## src/rtl/tmr_pkg.sv

```systemverilog
package tmr_pkg;
    typedef enum logic [2:0] {
        REG_CTRL = 3'd0,
        REG_DIV  = 3'd1,
        REG_CMP  = 3'd2,
        REG_CNT  = 3'd3,
        REG_STAT = 3'd4
    } reg_addr_e;

    localparam int CTL_EN   = 0;
    localparam int CTL_PER  = 1;
    localparam int CTL_IE   = 2;
    localparam int CTL_WE   = 3;
    localparam int CTL_SRST = 4;

    localparam int ST_INT  = 0;
    localparam int ST_WAKE = 1;
endpackage

```

## src/rtl/tmr_prescaler.sv

```systemverilog
module tmr_prescaler #(
    parameter int PSC_W = 7
) (
    input  logic             clk_i,
    input  logic             rst_ni,
    input  logic             run_i,
    input  logic             clr_i,
    input  logic [PSC_W-1:0] div_i,
    output logic             tick_o
);
    logic [PSC_W-1:0] pre_d, pre_q;

    assign tick_o = run_i && (pre_q == div_i);

    always_comb begin
        pre_d = pre_q;
        if (clr_i) begin
            pre_d = '0;
        end else if (run_i) begin
            pre_d = tick_o ? '0 : pre_q + 1'b1;
        end
    end

    always_ff @(posedge clk_i or negedge rst_ni) begin
        if (!rst_ni) pre_q <= '0;
        else         pre_q <= pre_d;
    end
endmodule

```

## src/rtl/tmr_counter.sv

```systemverilog
module tmr_counter #(
    parameter int CNT_W = 24
) (
    input  logic             clk_i,
    input  logic             rst_ni,
    input  logic             tick_i,
    input  logic             clr_i,
    input  logic [CNT_W-1:0] cmp_i,
    output logic [CNT_W-1:0] cnt_o,
    output logic             match_o
);
    logic [CNT_W-1:0] cnt_d, cnt_q;

    assign match_o = tick_i && (cnt_q == cmp_i - 1'b1);
    assign cnt_o   = cnt_q;

    always_comb begin
        cnt_d = cnt_q;
        if (clr_i || match_o) begin
            cnt_d = '0;
        end else if (tick_i) begin
            cnt_d = cnt_q + 1'b1;
        end
    end

    always_ff @(posedge clk_i or negedge rst_ni) begin
        if (!rst_ni) cnt_q <= '0;
        else         cnt_q <= cnt_d;
    end
endmodule

```

## src/rtl/tmr_core.sv

```systemverilog
module tmr_core #(
    parameter int DATA_W    = 32,
    parameter int CNT_W     = 24,
    parameter int PSC_W     = 7,
    parameter int CMP_MIN   = 2,
    parameter int START_DLY = 2
) (
    input  logic              clk_i,
    input  logic              rst_ni,
    input  logic              bus_wr_i,
    input  logic [2:0]        bus_addr_i,
    input  logic [DATA_W-1:0] bus_wdata_i,
    output logic [DATA_W-1:0] bus_rdata_o,
    output logic              irq_o,
    output logic              wake_o
);
    import tmr_pkg::*;

    localparam int DLY_W = $clog2(START_DLY + 2);

    typedef struct packed {
        logic             en;
        logic             per;
        logic             ie;
        logic             we;
        logic [DLY_W-1:0] dly;
        logic [PSC_W-1:0] div;
        logic [CNT_W-1:0] cmp;
        logic             intf;
        logic             wkf;
    } state_t;

    state_t st_d, st_q;

    logic             ctrl_wr, srst, run, tick;
    logic             en_w, per_w, intf_w, wkf_w, match_w;
    logic [CNT_W-1:0] cmp_w, cnt_w, cmp_in;
    logic [1:0]       clr_flags;
    reg_addr_e        addr;
    logic             unused_bits;

    assign unused_bits = ^bus_wdata_i[DATA_W-1:CNT_W];
    assign addr      = reg_addr_e'(bus_addr_i);
    assign ctrl_wr   = bus_wr_i && (addr == REG_CTRL);
    assign srst      = ctrl_wr && bus_wdata_i[CTL_SRST];
    assign run       = st_q.en && (st_q.dly == '0);
    assign cmp_in    = bus_wdata_i[CNT_W-1:0];
    assign clr_flags = (bus_wr_i && addr == REG_STAT) ?
                       {bus_wdata_i[ST_WAKE], bus_wdata_i[ST_INT]} : 2'b00;

    tmr_prescaler #(.PSC_W(PSC_W)) u_psc (
        .clk_i  (clk_i),
        .rst_ni (rst_ni),
        .run_i  (run),
        .clr_i  (srst),
        .div_i  (st_q.div),
        .tick_o (tick)
    );

    tmr_counter #(.CNT_W(CNT_W)) u_cnt (
        .clk_i   (clk_i),
        .rst_ni  (rst_ni),
        .tick_i  (tick),
        .clr_i   (srst),
        .cmp_i   (st_q.cmp),
        .cnt_o   (cnt_w),
        .match_o (match_w)
    );

    always_comb begin
        st_d = st_q;
        if (st_q.en && st_q.dly != '0) begin
            st_d.dly = st_q.dly - 1'b1;
        end
        if (match_w && !st_q.per) begin
            st_d.en = 1'b0;
        end
        if (ctrl_wr) begin
            if (srst) begin
                st_d.en  = 1'b0;
                st_d.dly = '0;
            end else begin
                st_d.en  = bus_wdata_i[CTL_EN];
                st_d.per = bus_wdata_i[CTL_PER];
                st_d.ie  = bus_wdata_i[CTL_IE];
                st_d.we  = bus_wdata_i[CTL_WE];
                if (bus_wdata_i[CTL_EN] && !st_q.en) begin
                    st_d.dly = DLY_W'(START_DLY);
                end else if (!bus_wdata_i[CTL_EN]) begin
                    st_d.dly = '0;
                end
            end
        end
        if (bus_wr_i && addr == REG_DIV) begin
            st_d.div = bus_wdata_i[PSC_W-1:0];
        end
        if (bus_wr_i && addr == REG_CMP) begin
            st_d.cmp = (cmp_in < CNT_W'(CMP_MIN)) ? CNT_W'(CMP_MIN) : cmp_in;
        end
        st_d.intf = match_w || (st_q.intf && !clr_flags[0]);
        st_d.wkf  = match_w || (st_q.wkf && !clr_flags[1]);
    end

    always_ff @(posedge clk_i or negedge rst_ni) begin
        if (!rst_ni) begin
            st_q     <= '0;
            st_q.cmp <= '1;
        end else begin
            st_q <= st_d;
        end
    end

    always_comb begin
        bus_rdata_o = '0;
        case (addr)
            REG_CTRL: begin
                bus_rdata_o[CTL_EN]  = st_q.en;
                bus_rdata_o[CTL_PER] = st_q.per;
                bus_rdata_o[CTL_IE]  = st_q.ie;
                bus_rdata_o[CTL_WE]  = st_q.we;
            end
            REG_DIV:  bus_rdata_o[PSC_W-1:0] = st_q.div;
            REG_CMP:  bus_rdata_o[CNT_W-1:0] = st_q.cmp;
            REG_CNT:  bus_rdata_o[CNT_W-1:0] = cnt_w;
            REG_STAT: begin
                bus_rdata_o[ST_INT]  = st_q.intf;
                bus_rdata_o[ST_WAKE] = st_q.wkf;
            end
            default:  bus_rdata_o = '0;
        endcase
    end

    assign irq_o  = st_q.intf && st_q.ie;
    assign wake_o = st_q.wkf && st_q.we;

    assign en_w   = st_q.en;
    assign per_w  = st_q.per;
    assign cmp_w  = st_q.cmp;
    assign intf_w = st_q.intf;
    assign wkf_w  = st_q.wkf;
endmodule

```

## config.mk

```make
export PLATFORM = sky130hd
export DESIGN_NAME = tmr_core
export DESIGN_NICKNAME = d
export VERILOG_FILES = /design/src/rtl/tmr_pkg.sv /design/src/rtl/tmr_prescaler.sv /design/src/rtl/tmr_counter.sv /design/src/rtl/tmr_core.sv
export SDC_FILE = /design/constraint.sdc
export NUM_CORES = 1
export LEC_CHECK = 0
export ABC_AREA = 1
export BUFFER_PORTS_ARGS = -buffer_cell sky130_fd_sc_hd__buf_2
export CAP_MARGIN = 20
export CORE_ASPECT_RATIO = 2
export CORE_UTILIZATION = 58
export CTS_BUF_LIST = sky130_fd_sc_hd__clkbuf_8 sky130_fd_sc_hd__clkbuf_16
export DETAILED_ROUTE_END_ITERATION = 8
export PLACE_DENSITY = 0.81
export SETUP_SLACK_MARGIN = 0.02
export SLEW_MARGIN = 20
export SYNTH_ARGS = -nofsm -noshare
export SYNTH_HDL_FRONTEND = slang
export SYNTH_SLANG_ARGS = --single-unit
```

## constraint.sdc

```tcl
create_clock -name clk_i -period 2.4 [get_ports clk_i]
set_input_delay 0.6 -clock clk_i [delete_from_list [all_inputs] [get_ports clk_i]]
set_output_delay 0.6 -clock clk_i [all_outputs]
set_load 0.01 [all_outputs]
```

==> flow_metrics.py <==
metrics = {
    "power": {
        "p_per_area_nw_per_um2": 674.9,
        "ir_drop_mv": 0.5108,
        "power_mw": 4.017,
        "power_leakage_nw": 2.891,
    },
    "worst_hold_path": {
        "min_path_type": "input pin to async pin",
    },
    "setup_path": {
        "crit_type": "flip-flop to flip-flop",
        "path_common_cell": "nand2_1",
        "crit_required_ns": 2.62,
        "cp_max_fo": 4,
        "slowest_delay_ns": 0.54,
        "worstPathArrival_ns": 2.53,
        "cp-end-kind": "flip-flop",
        "worstPathCellList": "inv_2, ha_4, inv_2, nand2_2, nand2_2, nor2_1, nand2_1, nor2_1, nand2_1, nor2_1, nand2_1, nor2_4, nand4_4, buf_12, o21bai_1, nand2_1",
        "cp_slowest_cell": "dfstp_2",
        "crit_path_start_kind": "flip-flop",
    },
    "timing": {
        "setup_tns_ns": 0,
        "min_period_ns": 2.307,
        "setup_violations": 0,
        "fin_worst_skew_ns": 0.007426,
        "finalCritPeriodShare": 0.9613,
        "final-hold-violation-count": 0,
        "maxClockFrequency_ghz": 0.4334,
        "worst_pin_slew_ns": 0.5416,
        "rsz0062_at_grt": "true",
        "slew_headroom": 0.6356,
        "slew_violations": 0,
    },
    "cells_and_area": {
        "multi_input_area_um2": 2750,
        "final_nets": 857,
        "regArea_um2": 1782,
        "layout-drive-gt1-share": 0.2122,
        "fill_cells": 688,
        "synthToLayoutAreaGrowth_pct": 18.25,
        "num_antenna_cells": 0,
        "final_util": 0.7128,
        "fin_cells": 918,
    },
    "logic_synthesis": {
        "ys_seq_elements": 70,
        "netlist_instances": 732,
        "seq_area_frac_synth": 0.3540,
        "synthFlopType": "dfrtp_1",
        "yosysWarnings": 0,
        "synth_edf_count": 0,
        "synth_area_um2": 5034,
        "synth_cell_type_count": 43,
        "synth_area_per_cell_um2": 6.876,
        "async_flop_share": 1.000,
    },
    "clock_network": {
        "clock_latency_ns": 0.34,
        "clockRootBuffer": "clkbuf_16",
        "hold_buffers": 0,
        "cts_tree": "yes",
        "cts.sinks": 70,
        "htreeDepth": 3,
        "numCtsBuffers": 9,
        "clkTransAtPathRegs_ns": 0.05,
        "clockBufferDepth": 2,
    },
    "global_route": {
        "grt_overflow_total": 0,
        "grt.busiest_layer": "met2",
        "grt_pass1_wl_um": 25000,
        "use_met3": 0.1284,
        "met2_usage": 0.6298,
        "grtUsageMet1": 0.3457,
        "grt_max_degree": 71,
        "grt_pass1_vias": 5379,
        "grtUsageTotal": 0.3772,
        "antenna_found_initial": 0,
    },
    "routing": {
        "drt-wirelength-per-cell_um": 16.97,
        "ant_nets": 0,
        "drtIter0Drc": 447,
        "dr.pass1.iters": 5,
        "drc": 0,
        "num_vias": 5382,
        "routed_wl_um": 15580,
        "viasPerCell": 5.863,
    },
    "placed_design": {
        "port_buffers": 55,
        "place.gp.congestion": 0.9012,
        "post-dp-hpwl_um": 11620,
        "dp.cells": 895,
    },
    "floorplanning": {
        "rows": 47,
        "die_x_um": 67.88,
        "start_util": 0.6028,
        "die_area_um2": 9078,
        "io_pins": 72,
        "core_area_um2": 8351,
        "die_y_um": 133.7,
    },
    "run_status": {
        "status": "finished, final reports clean",
    },
    "run": {
        "cap_violations": 0,
    },
}
[cells in the mapped netlist, drive strengths merged, types with 2 or more instances]
library cell | number | area, µm²
dfstp | 24 | 630.6
nand2 | 195 | 752.0
xnor2 | 8 | 70.07
a22oi | 2 | 15.01
nand4 | 14 | 102.6
a21oi | 22 | 110.1
o221ai | 6 | 52.55
nor3b | 2 | 15.01
xor2 | 12 | 105.1
buf | 16 | 138.9
o21ai | 45 | 229.0
a31oi | 3 | 18.77
dfrtp | 46 | 1151
nand3b | 8 | 60.06
o22ai | 14 | 87.58
nor4 | 7 | 43.79
nand3 | 43 | 227.7
ha | 4 | 50.05
nor2 | 100 | 437.9
clkbuf | 9 | 33.78
inv | 110 | 412.9
nor3 | 35 | 240.2
[layer usage]
| layer | up-vias | share of wire | routed length, µm |
|---|---|---|---|
| li1 | 2522 | - | - |
| met1 | 2503 | 0.32 | 5003 |
| met2 | 262 | 0.53 | 8257 |
| met3 | 95 | 0.059 | 915 |
| met4 | 0 | 0.090 | 1404 |
| met5 | - | 0 | 0 |
[cell usage in the layout, fill, tap and decap left out, drive strengths merged]
cell	Yosys	layout
nand2	195	195
inv	110	115
nor2	100	101
buf	16	89
dfrtp	46	46
o21ai	45	45
nand3	43	43
nor3	35	35
dfstp	24	24
a21oi	22	22
o22ai	14	14
nand4	14	14
xor2	12	12
clkbuf	9	10
nand3b	8	8
xnor2	8	8
conb	1	8
nor4	7	7
o221ai	6	6
ha	4	4
a31oi	3	3
a22oi	2	2
nor3b	2	2
a22o	1	1
a221oi	1	1
o21a	1	1
or2	1	1
and3	1	1
o21bai	1	1
bufinv	0	1
[metrics by stage]
step / setup WS [ns] / hold slack [ns] / cell area [µm²]
floorplan: 0.3264 / 0.3044 / 5060
global placement: 0.1267 / 0.4722 / 5560
detailed placement: 0.08712 / 0.4776 / 5560
CTS: 0.08361 / 0.3053 / 5848
global route: -0.01671 / 0.3098 / 5952
finish: 0.09288 / 0.2642 / 5952
[worst max-delay path, delay by kind of cell (launching register included)]
kind	cells	cell delay, ns
AOI/OAI and AO/OA	1	0.13
and+or+nand+nor	11	1.01
DFF	1	0.54
buffers and inverters	3	0.25
adders and majority gates	1	0.26
[where the power goes]
part / internal [mW] / switching, mW
sequential: 1.41 / 0.188
combinational: 0.404 / 0.704
clock: 0.814 / 0.494
[cells by family after synthesis]
group / share of synthesized area
other cells: 0.0007450
simple gates: 0.3758
buf+inv: 0.1163
compound gates: 0.1084
xor+xnor: 0.03480
flops: 0.3540
fa+ha+maj: 0.009943
[cell type report]
| class | count | share of cell area |
|---|---|---|
| tap | 98 | 0.02060 |
| inverter | 110 | 0.06937 |
| clock buffer | 10 | 0.04015 |
| clock inverter | 6 | 0.008198 |
| multi-input combinational | 535 | 0.4621 |
| timing repair buffer | 89 | 0.1003 |
| sequential | 70 | 0.2993 |
[state kept, by name, summed over array words and instances (netlist names)]
| name | flops |
|---|---|
| cmp_w | 24 |
| u_cnt.cnt_o | 24 |
| st_q | 11 |
| u_psc.pre_q | 7 |
| en_w | 1 |
| intf_w | 1 |
| per_w | 1 |
| wkf_w | 1 |
[what timing repair did]
action | CTS | global route
gates resized for setup | 0 | 18
buffers inserted | 0 | 6
endpoints found under the setup margin | 0 | 28
[worst paths after layout]
| path | from | to | slack (ns) | cells past startpoint |
|---|---|---|---|---|
| max | cmp_w[1]$_DFFE_PN1P_ | en_w$_DFFE_PN0P_ | 0.09 | 16 |
| min | rst_ni | wkf_w$_DFF_PN0_ | 0.26 | 2 |
| max reg2reg | cmp_w[1]$_DFFE_PN1P_ | en_w$_DFFE_PN0P_ | 0.09 | 16 |
| min reg2reg | cmp_w[23]$_DFFE_PN1P_ | cmp_w[23]$_DFFE_PN1P_ | 0.49 | 2 |
| max in group asynchronous | rst_ni | cmp_w[6]$_DFFE_PN1P_ | 1.73 | 2 |
| min in group clk_i | bus_wdata_i[22] | cmp_w[22]$_DFFE_PN1P_ | 0.48 | 3 |
Note: power is estimated with default switching activity, not from simulation.
